==> src/rtl/tmr_pkg.sv <==
`timescale 1ns/1ps
package tmr_pkg;
  // Word offsets inside a countdown channel window
  localparam logic [1:0] OFF_LOAD  = 2'd0;
  localparam logic [1:0] OFF_VALUE = 2'd1;
  localparam logic [1:0] OFF_CTRL  = 2'd2;
  localparam logic [1:0] OFF_CLEAR = 2'd3;

  // Channel window index used by the timestamp counter
  localparam logic [1:0] STAMP_WIN = 2'd3;
  localparam logic [1:0] OFF_ST_LO = 2'd0;
  localparam logic [1:0] OFF_ST_HI = 2'd1;

  // Control field positions
  localparam int CTRL_EN_BIT   = 7;
  localparam int CTRL_PER_BIT  = 6;
  localparam int CTRL_SLOW_BIT = 3;
  localparam int STAMP_EN_BIT  = 8;

  typedef struct packed {
    logic en;
    logic periodic;
    logic slow_sel;
  } ctrl_t;

  function automatic logic [31:0] ctrl_to_word(input ctrl_t c);
    logic [31:0] w;
    w = '0;
    w[CTRL_EN_BIT]   = c.en;
    w[CTRL_PER_BIT]  = c.periodic;
    w[CTRL_SLOW_BIT] = c.slow_sel;
    return w;
  endfunction
endpackage

==> src/rtl/tmr_decode.sv <==
`timescale 1ns/1ps
module tmr_decode #(
  parameter int NCH    = 3,
  parameter int ADDR_W = 6
) (
  input  logic              bus_wr,
  input  logic [ADDR_W-1:0] bus_addr,
  output logic [NCH-1:0]    wr_load,
  output logic [NCH-1:0]    wr_ctrl,
  output logic [NCH-1:0]    wr_clear,
  output logic              st_wr_hi,
  output logic              aligned,
  output logic [1:0]        win,
  output logic [1:0]        off
);
  import tmr_pkg::*;

  assign aligned = (bus_addr[1:0] == 2'b00);
  assign win     = bus_addr[5:4];
  assign off     = bus_addr[3:2];

  always_comb begin
    wr_load  = '0;
    wr_ctrl  = '0;
    wr_clear = '0;
    for (int k = 0; k < NCH; k++) begin
      if (bus_wr && aligned && (win == 2'(k))) begin
        wr_load[k]  = (off == OFF_LOAD);
        wr_ctrl[k]  = (off == OFF_CTRL);
        wr_clear[k] = (off == OFF_CLEAR);
      end
    end
    st_wr_hi = bus_wr && aligned && (win == STAMP_WIN) && (off == OFF_ST_HI);
  end
endmodule

==> src/rtl/tmr_countdown.sv <==
`timescale 1ns/1ps
module tmr_countdown #(
  parameter int W = 16
) (
  input  logic          clk,
  input  logic          rst_n,
  input  logic          slow_tick,
  input  logic          fast_tick,
  input  logic          wr_load,
  input  logic          wr_ctrl,
  input  logic          wr_clear,
  input  logic [W-1:0]  wdata,
  output logic [W-1:0]  value,
  output logic [W-1:0]  load,
  output tmr_pkg::ctrl_t ctrl,
  output logic          irq
);
  import tmr_pkg::*;

  logic         tick;
  logic         step;
  logic         underflow;
  logic         en_rise;
  logic [W-1:0] reload;
  logic [W-1:0] value_nxt;

  assign tick      = ctrl.slow_sel ? slow_tick : fast_tick;
  assign step      = ctrl.en && tick;
  assign underflow = step && (value == '0);
  assign en_rise   = wr_ctrl && wdata[CTRL_EN_BIT] && !ctrl.en;
  assign reload    = ctrl.periodic ? load : {W{1'b1}};

  always_comb begin
    value_nxt = value;
    if (wr_load && ctrl.en)
      value_nxt = wdata;
    else if (en_rise)
      value_nxt = load;
    else if (underflow)
      value_nxt = reload;
    else if (step)
      value_nxt = value - 1'b1;
  end

  always_ff @(posedge clk or negedge rst_n) begin
    if (!rst_n) begin
      value <= '0;
      load  <= '0;
      ctrl  <= '0;
      irq   <= 1'b0;
    end else begin
      value <= value_nxt;
      if (wr_load)
        load <= wdata;
      if (wr_ctrl) begin
        ctrl.en       <= wdata[CTRL_EN_BIT];
        ctrl.periodic <= wdata[CTRL_PER_BIT];
        ctrl.slow_sel <= wdata[CTRL_SLOW_BIT];
      end
      if (underflow)
        irq <= 1'b1;
      else if (wr_clear)
        irq <= 1'b0;
    end
  end
endmodule

==> src/rtl/tmr_stamp.sv <==
`timescale 1ns/1ps
module tmr_stamp #(
  parameter int STAMP_W = 40
) (
  input  logic               clk,
  input  logic               rst_n,
  input  logic               fast_tick,
  input  logic               wr_hi,
  input  logic               wr_en_bit,
  output logic               en,
  output logic [STAMP_W-1:0] count
);
  always_ff @(posedge clk or negedge rst_n) begin
    if (!rst_n) begin
      en    <= 1'b0;
      count <= '0;
    end else begin
      if (wr_hi)
        en <= wr_en_bit;
      if (!en)
        count <= '0;
      else if (fast_tick)
        count <= count + 1'b1;
    end
  end
endmodule

==> src/rtl/tmr_bank.sv <==
`timescale 1ns/1ps
module tmr_bank #(
  parameter int NARROW_W = 16,
  parameter int WIDE_W   = 32,
  parameter int STAMP_W  = 40,
  parameter int ADDR_W   = 6
) (
  input  logic              clk,
  input  logic              rst_n,
  input  logic              slow_tick,
  input  logic              fast_tick,
  input  logic              bus_wr,
  input  logic [ADDR_W-1:0] bus_addr,
  input  logic [31:0]       bus_wdata,
  output logic [31:0]       bus_rdata,
  output logic [2:0]        irq
);
  import tmr_pkg::*;

  localparam int NCH        = 3;
  localparam int STAMP_HI_W = STAMP_W - 32;

  logic [NCH-1:0] wr_load, wr_ctrl, wr_clear;
  logic           st_wr_hi;
  logic           aligned;
  logic [1:0]     win, off;

  logic [31:0]    ch_val  [NCH];
  logic [31:0]    ch_load [NCH];
  logic [31:0]    ch_ctrl [NCH];
  logic [NCH-1:0] ch_en;

  logic               st_en;
  logic [STAMP_W-1:0] st_cnt;

  tmr_decode #(.NCH(NCH), .ADDR_W(ADDR_W)) u_decode (
    .bus_wr   (bus_wr),
    .bus_addr (bus_addr),
    .wr_load  (wr_load),
    .wr_ctrl  (wr_ctrl),
    .wr_clear (wr_clear),
    .st_wr_hi (st_wr_hi),
    .aligned  (aligned),
    .win      (win),
    .off      (off)
  );

  for (genvar k = 0; k < NCH; k++) begin : g_ch
    localparam int W = (k == NCH - 1) ? WIDE_W : NARROW_W;
    logic [W-1:0] value;
    logic [W-1:0] load;
    ctrl_t        ctrl;

    tmr_countdown #(.W(W)) u_cnt (
      .clk       (clk),
      .rst_n     (rst_n),
      .slow_tick (slow_tick),
      .fast_tick (fast_tick),
      .wr_load   (wr_load[k]),
      .wr_ctrl   (wr_ctrl[k]),
      .wr_clear  (wr_clear[k]),
      .wdata     (bus_wdata[W-1:0]),
      .value     (value),
      .load      (load),
      .ctrl      (ctrl),
      .irq       (irq[k])
    );

    assign ch_val[k]  = 32'(value);
    assign ch_load[k] = 32'(load);
    assign ch_ctrl[k] = ctrl_to_word(ctrl);
    assign ch_en[k]   = ctrl.en;
  end

  tmr_stamp #(.STAMP_W(STAMP_W)) u_stamp (
    .clk       (clk),
    .rst_n     (rst_n),
    .fast_tick (fast_tick),
    .wr_hi     (st_wr_hi),
    .wr_en_bit (bus_wdata[STAMP_EN_BIT]),
    .en        (st_en),
    .count     (st_cnt)
  );

  always_comb begin
    bus_rdata = '0;
    if (aligned) begin
      if (win == STAMP_WIN) begin
        if (off == OFF_ST_LO)
          bus_rdata = st_cnt[31:0];
        else if (off == OFF_ST_HI) begin
          bus_rdata[STAMP_HI_W-1:0] = st_cnt[STAMP_W-1:32];
          bus_rdata[STAMP_EN_BIT]   = st_en;
        end
      end else begin
        case (off)
          OFF_LOAD:  bus_rdata = ch_load[win];
          OFF_VALUE: bus_rdata = ch_val[win];
          OFF_CTRL:  bus_rdata = ch_ctrl[win];
          default:   bus_rdata = '0;
        endcase
      end
    end
  end
endmodule

==> config.mk <==
export PLATFORM = sky130hd
export DESIGN_NAME = tmr_bank
export DESIGN_NICKNAME = d
export VERILOG_FILES = /design/src/rtl/tmr_pkg.sv /design/src/rtl/tmr_decode.sv /design/src/rtl/tmr_countdown.sv /design/src/rtl/tmr_stamp.sv /design/src/rtl/tmr_bank.sv
export SDC_FILE = /design/constraint.sdc
export NUM_CORES = 1
export LEC_CHECK = 0
export ABC_CLOCK_PERIOD_IN_PS = 4550
export BUFFER_PORTS_ARGS = -buffer_cell sky130_fd_sc_hd__buf_4
export CAP_MARGIN = 20
export CORE_UTILIZATION = 50
export CTS_BUF_LIST = sky130_fd_sc_hd__clkbuf_4
export DETAILED_ROUTE_END_ITERATION = 10
export GPL_ROUTABILITY_DRIVEN = 0
export PLACE_DENSITY = 0.72
export RECOVER_POWER = 25
export SYNTH_ARGS = -nofsm -noshare
export SYNTH_HDL_FRONTEND = slang
export SYNTH_SLANG_ARGS = --single-unit
==> constraint.sdc <==
create_clock -name clk -period 4.55 [get_ports clk]
set_clock_uncertainty 0.05 [all_clocks]
set_input_delay 0.6825 -clock clk [delete_from_list [all_inputs] [get_ports clk]]
set_output_delay 0.6825 -clock clk [all_outputs]
set_load 0.01 [all_outputs]
==> flow_summary.yaml, run 1 <==
finish:
  drive_above_1_share_pct: 17.4
  fin_util_pct: 56.4
  layout.cells.non_filler: 1605
  diodes: 0
  num-fill-cells: 1985
  nets: 1361
  multi_input_area_um2: 6430
  syn2layout_area_growth_pct: 8.94
  regArea_um2: 4530
synthesis:
  synth_top_cell_by_area: "dfrtp_1"
  ys_async_sr_fraction_pct: 100
  postSynthCellCount: 1276
  syn_area_per_cell_um2: 8.96
  synth_edf_count: 0
  synth.distinct_cells: 86
  synth_area_leaders: "dfrtp_1 40%, nand2_1 6.9%, mux2_2 4.2%, xor2_1 4.0%, nor2_1 3.3%"
  synth_adder_area_share_pct: 0.657
  ys_seq_area_share_pct: 39.6
  synth_top_family_by_area: "simple AND/OR/NAND/NOR gates"
  yosysWarnings: 0
  synth_top_area_share_pct: 39.6
  syn-num-nets: 1325
  ys_dominant_reg_cell: "dfrtp_1"
  synth_compound_area_share_pct: 18.7
  synth.area.mux_share_pct: 8.62
  synthXorXnorAreaFrac_pct: 5.82
  yosys.area_share.simple_pct: 22.4
  syn_area_um2: 11400
  ys_seq_elements: 181
clocking:
  htree_num_levels: 4
  clkTransAtPathRegs_ns: 0.16
  cts_inserted_buffers: 17
  cts_buffer_depth: 2
  cts_setup_buffers: 0
  cts_hold_buf: 0
  cts_root_buf: "clkbuf_4"
  cts_tree: "built"
  insertion_delay_ns: 0.60
  post_cts_resized: 0
  numClockSinks: 181
floorplanning:
  pin_count: 78
  fp.coreArea_um2: 22100
  start_util_pct: 51.7
  die_h_um: 153
  die_area_um2: 23500
  fp.dieW_um: 153
  rows: 54
timing:
  clock.fmax_ghz: 0.292
  tns_ns: 0
  worst_pin_slew_ns: 2.86
  report.final.slew_viol_count: 111
  slew-limit-headroom_pct: -90.6
  setup_violations: 0
  fin_crit_ns: 3.42
  final_hold_viol_count: 0
  final.period_utilization_pct: 75.2
  rsz0062_at_grt: "no"
critical_path:
  cp_slowest_stage_delay_ns: 0.69
  crit_path_end_kind: "output pin"
  cp_top_family: "simple AND/OR/NAND/NOR gates"
  cp.required_ns: 3.82
  arrival_ns: 2.69
  cp_max_fo: 49
  path_cells: "buf_4 > nand2_1 > nor3_1 > nand2_1 > a21oi_1 > buf_4"
  cpMaxStageDelayCell: "nor3_1"
  path_class: "input pin to output pin"
  cp.buffers_inverters: 2
  critPathLaunchType: "input pin"
power:
  p_leak_nw: 5.53
  total_power_mw: 4.85
  vdd_ir_drop_max_mv: 0.215
  power.density_nw_per_um2: 390
global_route:
  overflow: 0
  antenna_found_initial: 1
  grt_util_all_layers_pct: 33.0
  grt_max_degree: 111
  grt_pass1_vias: 9962
  grt_pass1_wl_um: 59100
outcome:
  failed_checks: "capacitance limit, slew limit"
  status: "finished with violations"
route:
  wirelength_um: 38000
  first_pass_iters: 6
  wire_per_inst_um: 23.6
  drc: 0
  vias: 10500
  first_iter_violations: 1115
  ant_nets: 0
  vias_per_cell: 6.56
place:
  numPortBuffers: 77
  hpwl_um: 27500
  placed_cells_incl_taps: 1573
job:
  maxCapViolCount: 1
min_path:
  min_path_type: "input pin to register"
==> metrics by stage <==
step	hold slack, ns	setup WS, ns	area [um^2]
after floorplan	0.337	1.59	11400
after global placement	0.443	1.20	12200
after detailed placement	0.444	1.16	12200
after CTS	0.187	1.19	12500
after global routing	0.204	0.955	12500
final	0.220	1.13	12500
==> per-layer routing <==
metal / track usage, % / wire (um)
met1: 44.8 / 15400
met2: 50.5 / 16900
met3: 6.61 / 3790
met4: 15.7 / 1960
met5: 0 / 0
==> kinds of logic (layout without fill, tap and decap cells) <==
family,after synthesis,in the layout
AND/OR/NAND/NOR,514,514
flip-flops,181,181
AO/OA/AOI/OAI,309,309
XOR/XNOR,76,76
multiplexers,78,78
adder cells (fa/ha/maj),6,6
buffers and inverters,112,161
==> path summary, 6_finish.rpt <==
| check | slack (ns) | depth (start not counted) | startpoint | end |
|---|---|---|---|---|
| hold reg to reg | 0.49 | 2 | g_ch[2].u_cnt.load[29] | g_ch[2].u_cnt.load[29] |
| min in group asynchronous | 0.94 | 1 | rst_n | g_ch[0].u_cnt.value[12] |
| setup reg to reg | 1.47 | 10 | g_ch[2].u_cnt.value[0] | g_ch[2].u_cnt.value[8] |
| max in group asynchronous | 1.87 | 1 | rst_n | g_ch[2].u_cnt.value[31] |
| setup / recovery | 1.13 | 6 | bus_addr[5] | bus_rdata[4] |
| hold / removal | 0.22 | 3 | bus_wdata[17] | g_ch[2].u_cnt.load[17] |
==> area by class of cell <==
cell class / instances / share of cell area [%]
clock inverters: 12 / 0.965
flip-flops and latches: 181 / 36.4
repair buffers: 103 / 6.19
multi-input cells: 983 / 51.7
inverters: 26 / 0.784
clock buffers: 20 / 1.21
well taps: 280 / 2.81
==> where the power goes <==
| part | total (mW) | internal [mW] | switching (mW) | leakage (nW) |
|---|---|---|---|---|
| registers | 2.47 | 1.88 | 0.581 | 2.40 |
| clock network | 0.919 | 0.301 | 0.618 | 0.146 |
| logic | 1.47 | 0.664 | 0.805 | 2.98 |
| total | 4.85 | 2.85 | 2.00 | 5.53 |
==> cell usage in the layout (no fill, tap or decap), types with 5 or more instances in the layout <==
cell type  Yosys  layout
nand2_1      210     210
dfrtp_1      181     181
buf_4          3     102
nor2_1       102      99
a21oi_1       65      65
o21ai_0       64      64
xor2_1        52      52
a22oi_1       50      50
mux2_2        43      43
nand3_1       37      37
o221ai_1      28      28
nor3_1        29      28
inv_1         24      24
xnor2_1       24      24
mux2i_1       23      23
clkbuf_4       0      20
nor4_1        19      19
and3_1        13      13
a221o_1       13      13
mux4_2        12      12
nand4_1       12      12
or3_1         11      11
and2_1        10      10
a21o_1         9       9
and4_1         9       9
o22ai_1        9       9
or2_2          8       8
a22o_1         8       8
or4_1          8       8
a222oi_1       7       7
o211ai_1       7       7
nand2b_1       6       6
ha_1           6       6
nor3_2         4       5
o21ai_1        5       5
==> state kept, by name (all words and copies together) (netlist names) <==
| register | count |
|---|---|
| u_stamp.en | 1 |
| u_stamp.count | 40 |
| g_ch.u_cnt.ctrl | 9 |
| g_ch.u_cnt.irq | 3 |
| g_ch.u_cnt.value | 64 |
| g_ch.u_cnt.load | 64 |
==> cells in the mapped netlist (10+ instances only) <==
master / n
a21oi_1: 65
a221o_1: 13
a22oi_1: 50
and2_1: 10
and3_1: 13
clkbuf_1: 65
dfrtp_1: 181
inv_1: 24
mux2_2: 43
mux2i_1: 23
mux4_2: 12
nand2_1: 210
nand3_1: 37
nand4_1: 12
nor2_1: 102
nor3_1: 29
nor4_1: 19
o21ai_0: 64
o221ai_1: 28
or3_1: 11
xnor2_1: 24
xor2_1: 52
==> worst reg2reg max path, delay by kind of cell, from the launching register on <==
| family | cells | cell delay (ns) |
|---|---|---|
| buffers and inverters | 3 | 0.56 |
| DFF | 1 | 0.48 |
| adders and majority gates | 1 | 0.23 |
| AOI/OAI and AO/OA | 3 | 1.00 |
| and+or+nand+nor | 3 | 0.70 |
(Power assumes the default switching activity.)
==> run 2, diff against run 1 <==
ABC_CLOCK_PERIOD_IN_PS = 3600   (was 4550)
clock period = 3.6 ns   (was 4.55 ns; I/O delays follow)
==> run 2 against run 1 <==
  * The flow still finishes with violations (capacitance limit, slew limit)
  * Sequential cell count unchanged
  * Final area is 1.1% higher
  * Count of clock-buffer cells in the layout shrank 3
  * Register-to-register slack got worse by 0.72 ns
  * Via count rose by 1.5%
  * Utilization is 0.63 points higher
  * Sequential share of layout area fell by 0.40 points
  * Clock power is 32% higher
  * Largest cell class unchanged
==> flow_summary.yaml, run 2 (synthesized netlist as in run 1, its figures left out) <==
clocking:
  cts_inserted_buffers: 17
  htree_num_levels: 4
  insertion_delay_ns: 0.61
  cts_buffer_depth: 2
  clkTransAtPathRegs_ns: 0.17
  numClockSinks: 181
  cts_tree: "built"
  cts_setup_buffers: 0
  cts_root_buf: "clkbuf_4"
critical_path:
  cp.required_ns: 3.01
  cp.buffers_inverters: 3
  cp_max_fo: 41
  path_cells: "buf_4 > nor2b_1 > clkbuf_1 > nand2_1 > o21ai_0 > a222oi_1 > nor3_1 > buf_4"
  cpMaxStageDelayCell: "clkbuf_1"
  reg2reg_slack_ns: 0.75
  crit_path_end_kind: "output pin"
  crit_top_cell: "buf_4"
  cp_slowest_stage_delay_ns: 0.64
  critPathLaunchType: "input pin"
  arrival_ns: 2.72
  cp_top_family: "buffers and inverters"
  path_class: "input pin to output pin"
floorplanning:
  start_util_pct: 51.7
  die_h_um: 153
  die_area_um2: 23500
  fp.dieW_um: 153
  rows: 54
  pin_count: 78
  fp.coreArea_um2: 22100
timing:
  slew-limit-headroom_pct: -3.68
  setup_violations: 0
  final_hold_viol_count: 0
  tns_ns: 0
  whs_ns: 0.0595
  clock.fmax_ghz: 0.302
  worst_pin_slew_ns: 1.56
  report.final.slew_viol_count: 61
  rsz0062_at_grt: "no"
  final.period_utilization_pct: 92.0
  fin_crit_ns: 3.31
  fin_ws_ns: 0.288
power:
  internal_power_mw: 3.61
  combPwrFrac_pct: 30.9
  p_seq_share_pct: 49.4
  p_leak_nw: 5.60
  power.density_nw_per_um2: 488
  swShare_pct: 41.3
  pwr-share-clk_pct: 19.7
  vdd_ir_drop_max_mv: 0.265
  p_sw_mw: 2.54
route:
  wirelength_um: 37700
  first_iter_violations: 1364
  vias: 10700
  first_pass_iters: 7
  drc: 0
  ant_nets: 0
  wire_per_inst_um: 23.3
  vias_per_cell: 6.60
finish:
  nets: 1375
  regArea_um2: 4530
  layout_commonest_cell: "nand2_1"
  num-fill-cells: 1957
  reg_top3: "g_ch.u_cnt.load x64, g_ch.u_cnt.value x64, u_stamp.count x40"
  syn2layout_area_growth_pct: 10.2
  drive_above_1_share_pct: 18.2
  final_cell_mix: "210 x nand2_1, 181 x dfrtp_1, 112 x buf_4, 99 x nor2_1, 65 x a21oi_1"
  multi_input_area_um2: 6430
  final_area_um2: 12600
place:
  placed_cell_area_um2: 12300
  hpwl_um: 27200
  pre_cts_slack_ns: 0.491
  numPortBuffers: 77
global_route:
  grt_max_degree: 83
  antenna_found_initial: 2
  grt_util_all_layers_pct: 33.0
  grt_pass1_wl_um: 58900
  overflow: 0
  grt_pass1_vias: 9966
outcome:
  status: "finished with violations"
  failed_checks: "capacitance limit, slew limit"
job:
  maxCapViolCount: 1
min_path:
  min_path_type: "input pin to register"
run 2: power by group through the flow:
stage               sequential (mW)  combinational, mW  clock (mW)
floorplan                      2.74               1.48           0
global placement               3.04               1.81           0
detailed placement             3.04               1.87           0
CTS                            3.01               1.87        1.21
global route                   3.08               2.08        1.29
finish                         3.04               1.90        1.21
run 2: metrics by stage:
step | utilization [%] | total power [mW] | cells
global placement | 55.7 | 4.85 | 1586
detailed placement | 55.7 | 4.90 | 1586
CTS | 57.1 | 6.09 | 1619
global route | 57.0 | 6.45 | 1620
finish | 57.0 | 6.15 | 1621
floorplan | - | 4.22 | 1276
run 2: final cells by class:
cell class	instances	share of cell area, %
clock buffers	17	1.01
repair buffers	117	7.04
well taps	280	2.78
flip-flops and latches	181	36.0
multi-input cells	983	51.1
diodes	2	0.0397
clock inverters	15	1.28
inverters	26	0.775
run 2: worst paths after layout:
| kind | to | start | cells past startpoint |
|---|---|---|---|
| max in group asynchronous | u_stamp.count[35] | rst_n | 3 |
| min reg2reg | g_ch[2].u_cnt.load[29] | g_ch[2].u_cnt.load[29] | 2 |
| min | g_ch[2].u_cnt.load[17] | bus_wdata[17] | 3 |
| min in group asynchronous | g_ch[2].u_cnt.value[15] | rst_n | 2 |
| max | bus_rdata[9] | bus_addr[4] | 8 |
| max reg2reg | g_ch[1].u_cnt.value[7] | g_ch[1].u_cnt.value[0] | 9 |
run 2: worst min-delay path: stages:
cell and delay, ns:
buf_4 0.08, nand2_1 0.04, nand2_1 0.04
run 2: what timing repair did:
| action | CTS | global route |
|---|---|---|
| endpoints found under the hold margin | 58 | 0 |
| hold buffers | 1 | 0 |
| setup endpoints to repair | 0 | 0 |
| resized for setup | 0 | 0 |
run 2: routing by layer:
| metal | global-route usage (%) | share of wire (%) | up-vias |
|---|---|---|---|
| met5 | 0 | 0.034 | - |
| met4 | 13.6 | 4.2 | 2 |
| met3 | 6.15 | 9.5 | 105 |
| met2 | 50.5 | 45 | 632 |
| met1 | 45.9 | 41 | 5196 |
| li1 | - | - | 4762 |
==> run 3, diff against run 2 <==
GPL_TIMING_DRIVEN = 0   (was default)
HOLD_SLACK_MARGIN = 0.08   (was default)
==> run 3 against run 2 <==
  * The flow still finishes with violations (capacitance limit, slew limit)
  * Critical path type unchanged
  * Largest power group unchanged
  * Via count grew 1.9%
  * Clock power grew 8%
  * Highest routed layer is now met4
  * Sequential power shrank 2%
  * Wire length grew 2.8%
  * Fmax shrank 6.8%
==> flow_summary.yaml, run 3 (synthesized netlist as in run 1, its figures left out) <==
finish:
  regArea_um2: 4530
  multi_input_area_um2: 6430
  num-fill-cells: 1949
  layout_commonest_cell: "nand2_1"
  final_cell_mix: "210 x nand2_1, 181 x dfrtp_1, 102 x nor2_1, 74 x buf_4, 65 x a21oi_1"
  reg_top3: "g_ch.u_cnt.load x64, g_ch.u_cnt.value x64, u_stamp.count x40"
  nets: 1432
  drive_above_1_share_pct: 15.6
  syn2layout_area_growth_pct: 12.3
  layout.cells.non_filler: 1677
clocking:
  cts_setup_buffers: 0
  insertion_delay_ns: 0.63
  htree_num_levels: 4
  cts_tree: "built"
  clkTransAtPathRegs_ns: 0.16
  numClockSinks: 181
  cts_buffer_depth: 2
  cts_root_buf: "clkbuf_4"
  cts_inserted_buffers: 17
place:
  numPortBuffers: 71
  placed_cells_incl_taps: 1629
  hpwl_um: 29000
route:
  routed-wl-met2_um: 17100
  route.met3.wl_um: 4060
  drc: 0
  ant_nets: 0
  vias: 10900
  highest_layer: "met4"
  wirelength_um: 38800
  vias_per_cell: 6.50
  wire_per_inst_um: 23.1
  first_iter_violations: 1170
  wl_met1_um: 15700
  first_pass_iters: 7
timing:
  final.period_utilization_pct: 98.7
  slew-limit-headroom_pct: -46.7
  rsz0062_at_grt: "no"
  report.final.slew_viol_count: 87
  final_hold_viol_count: 0
  worst_pin_slew_ns: 2.20
  whs_ns: 0.0861
  setup_violations: 0
  fin_crit_ns: 3.55
  clock.fmax_ghz: 0.281
power:
  internal_power_mw: 3.71
  p_seq_share_pct: 47.3
  total_power_mw: 6.29
  combPwrFrac_pct: 31.9
  vdd_ir_drop_max_mv: 0.226
  p_sw_mw: 2.59
  power.density_nw_per_um2: 491
  p_leak_nw: 5.64
  swShare_pct: 41.1
  pwr-share-clk_pct: 20.8
job:
  maxCapViolCount: 1
outcome:
  failed_checks: "capacitance limit, slew limit"
  status: "finished with violations"
critical_path:
  path_class: "input pin to output pin"
  cp.required_ns: 3.01
  arrival_ns: 2.96
  crit_path_end_kind: "output pin"
  crit_top_cell: "buf_4"
  cp_max_fo: 10
  path_cells: "buf_4 > clkbuf_1 > clkbuf_2 > mux2i_1 > o21ai_0 > a222oi_1 > nor3_1 > buf_4"
  critPathLaunchType: "input pin"
  cp_slowest_stage_delay_ns: 0.61
  cpMaxStageDelayCell: "a222oi_1"
floorplanning:
  rows: 54
  die_area_um2: 23500
  start_util_pct: 51.7
  fp.coreArea_um2: 22100
  pin_count: 78
  die_h_um: 153
  fp.dieW_um: 153
global_route:
  overflow: 0
  grt_max_degree: 97
  grt_pass1_wl_um: 60300
  antenna_found_initial: 1
  grt_util_all_layers_pct: 33.7
  grt_pass1_vias: 10300
min_path:
  min_path_type: "input pin to register"
-- run 3: area by class of cell --
cell class	instances	area share (%)
Clock buffer	17	0.995
Sequential cell	181	35.3
Buffer	86	2.99
Clock inverter	15	1.64
Multi-Input combinational cell	983	50.1
Antenna cell	1	0.0195
Inverter	26	0.790
Tap cell	280	2.73
Timing Repair Buffer	88	5.45
-- run 3: path summary, 6_finish.rpt --
| kind | endpoint | slack (ns) | start | cells past startpoint |
|---|---|---|---|---|
| setup / recovery | bus_rdata[11] | 0.05 | bus_addr[5] | 8 |
| hold / removal | g_ch[2].u_cnt.load[30] | 0.09 | bus_wdata[30] | 3 |
| setup reg to reg | g_ch[2].u_cnt.value[27] | 0.41 | g_ch[2].u_cnt.value[0] | 10 |
| hold reg to reg | g_ch[2].u_cnt.load[19] | 0.49 | g_ch[2].u_cnt.load[19] | 2 |
| max in group asynchronous | g_ch[2].u_cnt.load[24] | 0.68 | rst_n | 3 |
| min in group asynchronous | g_ch[2].u_cnt.load[8] | 1.02 | rst_n | 2 |
-- run 3: what timing repair did --
item,4_1_cts,5_1_grt
pin swaps,0,0
hold buffers,15,0
gates resized for setup,1,4
endpoints found under the hold margin,106,0
setup endpoints to repair,1,8
-- run 3: per-layer routing --
layer	global-route usage (%)	vias up
li1	-	4887
met1	46.3	5227
met2	51.2	672
met3	5.98	110
met4	16.6	0
met5	0	-
-- run 3: stage by stage --
step	setup slack, ns	util [%]	cell area, um^2	TNS (ns)
finish	0.0466	58.1	12800	0
global route	0.0337	58.1	12800	0
CTS	0.134	58.1	12800	0
detailed placement	-0.00410	55.9	12400	-0.00410
global placement	0.0205	55.7	12300	0
floorplan	0.921	-	11400	0
-- run 3: worst max-delay path, delay by kind of cell --
family | cells | cell delay (ns)
and+or+nand+nor | 1 | 0.17
buffers and inverters | 4 | 1.14
AOI/OAI and AO/OA | 2 | 0.74
muxes | 1 | 0.36
-- run 3: power groups by stage --
| stage | logic (mW) | registers [mW] | clock network (mW) |
|---|---|---|---|
| 3_5_place_dp | 1.96 | 2.98 | 0 |
| 2_1_floorplan | 1.48 | 2.74 | 0 |
| 6_report | 2.01 | 2.98 | 1.31 |
| 3_3_place_gp | 1.90 | 2.96 | 0 |
| 5_1_grt | 2.22 | 3.00 | 1.39 |
| 4_1_cts | 1.97 | 2.94 | 1.32 |
